`src/rtl/resp_data_arbiter.sv`:
```
module resp_data_arbiter #(
  parameter int NRESP  = 4,
  parameter int TAG_W  = 3,
  parameter int DATA_W = 32,
  parameter int BEATS  = 4
) (
  input  logic                    clk,
  input  logic                    rst_n,
  input  logic [NRESP-1:0]        intent,
  input  logic [NRESP*TAG_W-1:0]  intent_tag,
  input  logic [NRESP*DATA_W-1:0] data_in,
  input  logic                    rx_ready,
  input  logic                    rx_nack,
  output logic [NRESP-1:0]        grant,
  output logic                    ask_valid,
  output logic [TAG_W-1:0]        ask_tag,
  output logic                    bus_valid,
  output logic [DATA_W-1:0]       bus_data,
  output logic [TAG_W-1:0]        bus_tag,
  output logic                    snoop_window,
  output logic                    release_valid,
  output logic [TAG_W-1:0]        release_tag,
  output logic [NRESP-1:0]        retry
);
  localparam int IW = (NRESP > 1) ? $clog2(NRESP) : 1;
  localparam int CW = (BEATS > 1) ? $clog2(BEATS) : 1;
  localparam logic [CW-1:0] LAST = CW'(BEATS - 1);

  typedef enum logic [2:0] {S_IDLE, S_ASK, S_DATA, S_REL, S_NAK} st_t;

  st_t             st;
  logic [IW-1:0]   gnt_idx, pen_idx, pick_idx;
  logic            pen_vld, pick_vld;
  logic [TAG_W-1:0] gtag;
  logic [CW-1:0]   beat;
  logic [NRESP-1:0] gnt_hot;

  always_comb begin
    pick_vld = 1'b0;
    pick_idx = '0;
    for (int i = NRESP - 1; i >= 0; i--)
      if (intent[i] && !(pen_vld && pen_idx == IW'(i))) begin
        pick_vld = 1'b1;
        pick_idx = IW'(i);
      end
    if (!pick_vld && pen_vld && intent[pen_idx]) begin
      pick_vld = 1'b1;
      pick_idx = pen_idx;
    end
  end

  always_ff @(posedge clk) begin
    if (!rst_n) begin
      st      <= S_IDLE;
      gnt_idx <= '0;
      gtag    <= '0;
      beat    <= '0;
      pen_vld <= 1'b0;
      pen_idx <= '0;
    end else begin
      case (st)
        S_IDLE: if (pick_vld) begin
          st      <= S_ASK;
          gnt_idx <= pick_idx;
          gtag    <= intent_tag[pick_idx*TAG_W +: TAG_W];
          pen_vld <= 1'b0;
        end
        S_ASK: if (rx_nack) begin
          st      <= S_NAK;
          pen_vld <= 1'b1;
          pen_idx <= gnt_idx;
        end else if (rx_ready) begin
          st   <= S_DATA;
          beat <= '0;
        end
        S_DATA: begin
          beat <= beat + 1'b1;
          if (beat == LAST) st <= S_REL;
        end
        default: st <= S_IDLE;
      endcase
    end
  end

  assign gnt_hot       = NRESP'(1) << gnt_idx;
  assign grant         = (st == S_ASK || st == S_DATA) ? gnt_hot : '0;
  assign retry         = (st == S_NAK) ? gnt_hot : '0;
  assign ask_valid     = (st == S_ASK);
  assign ask_tag       = gtag;
  assign bus_valid     = (st == S_DATA);
  assign bus_tag       = gtag;
  assign snoop_window  = bus_valid;
  assign bus_data      = bus_valid ? data_in[gnt_idx*DATA_W +: DATA_W] : '0;
  assign release_valid = (st == S_REL);
  assign release_tag   = gtag;

  AST_GRANT_ONEHOT: assert property (@(posedge clk) disable iff (!rst_n) $onehot0(grant));
  AST_ASK_HOLDS: assert property (@(posedge clk) disable iff (!rst_n)
    ask_valid && !rx_ready && !rx_nack |=> ask_valid && $stable(grant) && $stable(ask_tag));
  AST_NACK_NO_DATA: assert property (@(posedge clk) disable iff (!rst_n)
    ask_valid && rx_nack |=> !bus_valid && (retry != '0) && (grant == '0));
  AST_DATA_AFTER_READY: assert property (@(posedge clk) disable iff (!rst_n)
    $rose(bus_valid) |-> $past(ask_valid && rx_ready && !rx_nack));
  AST_RELEASE_TAG: assert property (@(posedge clk) disable iff (!rst_n)
    release_valid |-> $past(bus_valid) && release_tag == $past(bus_tag) && grant == '0);
  AST_SNOOP_WITH_DATA: assert property (@(posedge clk) disable iff (!rst_n)
    snoop_window == bus_valid);
endmodule

```
`config.mk`:
```
export PLATFORM = sky130hd
export DESIGN_NAME = resp_data_arbiter
export DESIGN_NICKNAME = d
export VERILOG_FILES = /design/src/rtl/resp_data_arbiter.sv
export SDC_FILE = /design/constraint.sdc
export NUM_CORES = 1
export LEC_CHECK = 0
export BUFFER_PORTS_ARGS = -buffer_cell sky130_fd_sc_hd__buf_2
export CAP_MARGIN = 20
export CORE_UTILIZATION = 32
export CTS_CLUSTER_SIZE = 16
export DETAILED_ROUTE_END_ITERATION = 12
export MAX_ROUTING_LAYER = met4
export PLACE_DENSITY_LB_ADDON = 0.12
export SLEW_MARGIN = 20
export SYNTH_ARGS = -nofsm -noshare
export SYNTH_HDL_FRONTEND = slang
export SYNTH_SLANG_ARGS = --single-unit
```
`constraint.sdc`:
```
create_clock -name clk -period 1.5 [get_ports clk]
set_input_delay 0.075 -clock clk [delete_from_list [all_inputs] [get_ports clk]]
set_output_delay 0.075 -clock clk [all_outputs]
set_load 0.05 [all_outputs]
```
==> summary.txt <==
Timing
  – Clk_skew: 0.004235 ns
  – Final Hold Fails: 0
  – Final Max Tran Viols: 0
  – Slew @ Worst Pin: 0.3625 ns
  – Hold WS: 0.1244 ns
  – Fmax achieved: 559.0 MHz
  – Tcrit/Tclk final: 119.3%
  – Slew HR: 75.64%
  – Setup violations, final: 37
  – RSZ-0062 raised after global routing: yes
  – Final min period: 1.789 ns
  – Worst setup margin: -0.2889 ns

Layout
  – Util after Layout: 68.58%
  – N_diodes: 0
  – P&R area growth vs syn: 106.6%
  – Share of layout cells above drive strength 1: 85.13%
  – Final nets: 540

Routing
  – DR DRC count: 0
  – Post-DRT Antenna Nets: 0
  – Via count: 2,393
  – Routed wire per std cell: 16.63 µm
  – Wirelength, routed: 7682 µm
  – Via/cell ratio: 5.180
  – DRT Pass-1 Iters: 4
  – Iter 0 DRT Violations: 54

Synthesis
  – Cell taking the most area after synthesis: mux4_2
  – Yosys reg bits: 13
  – Part of the Yosys area used for sequential elements: 14.24%
  – Cells after Synth: 178
  – Syn nets: 327
  – Most numerous cell in the Yosys netlist: and2_1
  – Synth area leaders: mux4_2 (39%), dfxtp_1 (14%), and2_1 (12%), mux2i_1 (3.3%), buf_4 (2.9%)
  – Synth async-reset ratio: 0%
  – Ys flop type: dfxtp_1
  – Synth unique cells: 37
  – Post-synth EDFFs: 0
  – Synth cell count leaders: and2_1 (34), mux4_2 (32), dfxtp_1 (13)
  – Yosys warning total: 0
  – Mean Syn Cell Area: 10.27 µm²
  – Synth top area share: 39.43%
  – Cell Area, Synth: 0.001828 mm²

Floorplanning
  – Height of the die: 77.58 µm
  – Starting Density: 33.20%
  – Core ar.: 0.005507 mm²
  – Die footprint: 0.006019 mm²
  – Ports: 201
  – FP Rows: 27
  – Die width: 77.58 µm

Worst setup path
  – Crit Path Category: register to output pin
  – FF-to-FF setup slack: 0 ns
  – Reg2Reg Depth: 6
  – Critical Path RT: 1.42 ns
  – Critical Path AT: 1.71 ns
  – CP Launch Type: register
  – CP Capture Type: output pin
  – R2R Path Start: pen_idx[1]
  – R2R Path End: ask_tag[1]
  – Top fanout value on the critical path: 8

Hold path
  – Hold Crit Class: input pin to register
  – Hold Path End: ask_tag[2]
  – Hold depth: 3
  – HP Start: intent_tag[5]

Power
  – Pleak: 1.767 nW
  – Sw Pwr: 0.0009205 W
  – Sw Share: 40.43%
  – Combinational fraction of design power: 67.5%
  – Power Density: 603.0 mW/mm²
  – Max VDD drop: 0.0005439 V
  – Sequential Power Share: 18.5%
  – Int Power: 0.001356 W
  – Clock power share: 14.0%

Outcome
  – Failing checks: negative setup slack
  – Status: finished, violations left

Clock network
  – Clk_lat worst skew: 0.25 ns
  – Clk slew on worst S/H paths: 0.05 ns
  – CTS buffer count: 3
  – Clock buffer depth: 2
  – CTS H-tree depth: 1
  – TritonCTS clock tree: done
  – CTS root buf: clkbuf_8
  – Clk sinks: 13

GRT
  – First-pass GRT wire length: 11,710 µm
  – Vias in the first global route: 2,455
  – Gr ovfl total: 0
  – Largest net degree at the start of global routing: 34
  – Overall global routing resource usage: 25.71%
  – Initial antenna violation count: 0

Place
  – Hpwl dp: 5990 µm
  – Port Buf Inserts: 200
  – RD Place Congestion: 0.8855
  – Placement Setup Slack: -0.06749 ns

Job
  – Max-Cap Viols: 0
==> metrics by stage <==
stage	total power, W	setup TNS (ns)	cell area, µm²	cells
3_5_place_dp	0.001710	-1.495	3094	447
2_1_floorplan	0.001318	-2.296	1938	178
6_report	0.002277	-7.088	3776	462
4_1_cts	0.002273	-8.272	3710	458
3_3_place_gp	0.001689	-1.160	3094	447
5_1_grt	0.002398	-9.317	3776	462
==> critical path, stage by stage, from the launching register on <==
cell	delay (ns)
dfxtp_4	0.40
buf_6	0.13
buf_16	0.13
mux4_2	0.49
and2_4	0.17
buf_8	0.14
==> power groups by stage <==
| stage | registers (W) | logic (W) | clock network [W] |
|---|---|---|---|
| global route | 0.000428 | 0.00163 | 0.000344 |
| global placement | 0.000425 | 0.00126 | 0 |
| finish | 0.000421 | 0.00154 | 0.000318 |
| CTS | 0.000426 | 0.00152 | 0.000329 |
| detailed placement | 0.000427 | 0.00128 | 0 |
| floorplan | 0.000456 | 0.000863 | 0 |
==> cells in the final DEF, fill, tap and decap left out, types with 2 or more instances in the layout <==
cell type | Yosys | final
mux2i_1 | 6 | 3
mux2i_2 | 0 | 2
nor3b_1 | 6 | 2
and2_1 | 34 | 2
dfxtp_1 | 13 | 5
o21ai_0 | 2 | 2
dfxtp_4 | 0 | 5
nor2_4 | 0 | 2
dfxtp_2 | 0 | 3
buf_2 | 3 | 158
nand3_1 | 4 | 3
and3b_1 | 2 | 2
nor2_1 | 9 | 4
o221ai_1 | 3 | 2
buf_8 | 0 | 21
nand2_1 | 10 | 9
clkbuf_8 | 0 | 3
inv_1 | 6 | 6
nor3b_4 | 0 | 4
and2_2 | 0 | 7
and2_4 | 0 | 25
buf_6 | 0 | 27
buf_4 | 7 | 14
a21boi_1 | 0 | 2
nor2_2 | 0 | 3
nor3b_2 | 2 | 2
a21boi_0 | 4 | 2
buf_12 | 0 | 5
nor3_4 | 0 | 2
mux4_2 | 32 | 32
a21oi_1 | 3 | 2
==> repair_timing <==
action | in CTS | in global routing
hold buffers | 0 | 0
gates resized for setup | 153 | 17
pin swaps | 13 | 9
setup endpoints to repair | 44 | 47
gates cloned | 2 | 0
setup buffers | 6 | 5
hold endpoints to repair | 0 | 0
==> routing by layer <==
| metal | GRT usage (%) | up-vias | routed length [µm] |
|---|---|---|---|
| li1 | - | 1106 | - |
| met1 | 26.24 | 1138 | 2732 |
| met2 | 47.52 | 129 | 4148 |
| met3 | 6.706 | 20 | 607 |
| met4 | 8.302 | 0 | 194 |
| met5 | - | - | 0 |
==> state kept, by name, indices dropped and copies added, names as in the netlist <==
register / flops
pen_idx: 2
ask_tag: 3
gnt_idx: 2
beat: 2
pen_vld: 1
st: 3
==> worst max-delay path by stage <==
stage                           from            to  slack [ns]  depth (start not counted)
after CTS                 gnt_idx[0]   bus_data[8]       -0.30                          5
after floorplan                st[0]      grant[2]       -0.24                          3
after global placement    gnt_idx[0]  bus_data[11]       -0.05                          4
final                     gnt_idx[0]   bus_data[8]       -0.29                          5
after global routing      gnt_idx[0]   bus_data[0]       -0.35                          5
after detailed placement  gnt_idx[0]  bus_data[11]       -0.07                          4
==> logic make-up (layout without fill, tap and decap cells) <==
group,after synthesis,count (layout),synth area share (%)
adder cells (fa/ha/maj),1,1,0.6844
AND/OR/NAND/NOR,80,80,26.01
multiplexers,38,38,42.71
buffers and inverters,25,237,6.776
flip-flops,13,13,14.24
AO/OA/AOI/OAI,21,21,9.584
==> cell type report <==
type,count,area (µm²)
multi-input cells,140,1685
inverters,6,22.52
flip-flops and latches,13,282.8
fillers,423,1730
well taps,72,90.09
repair buffers,227,1650
clock buffers,4,45.04
No activity file was read; power rests on OpenSTA's default activity.
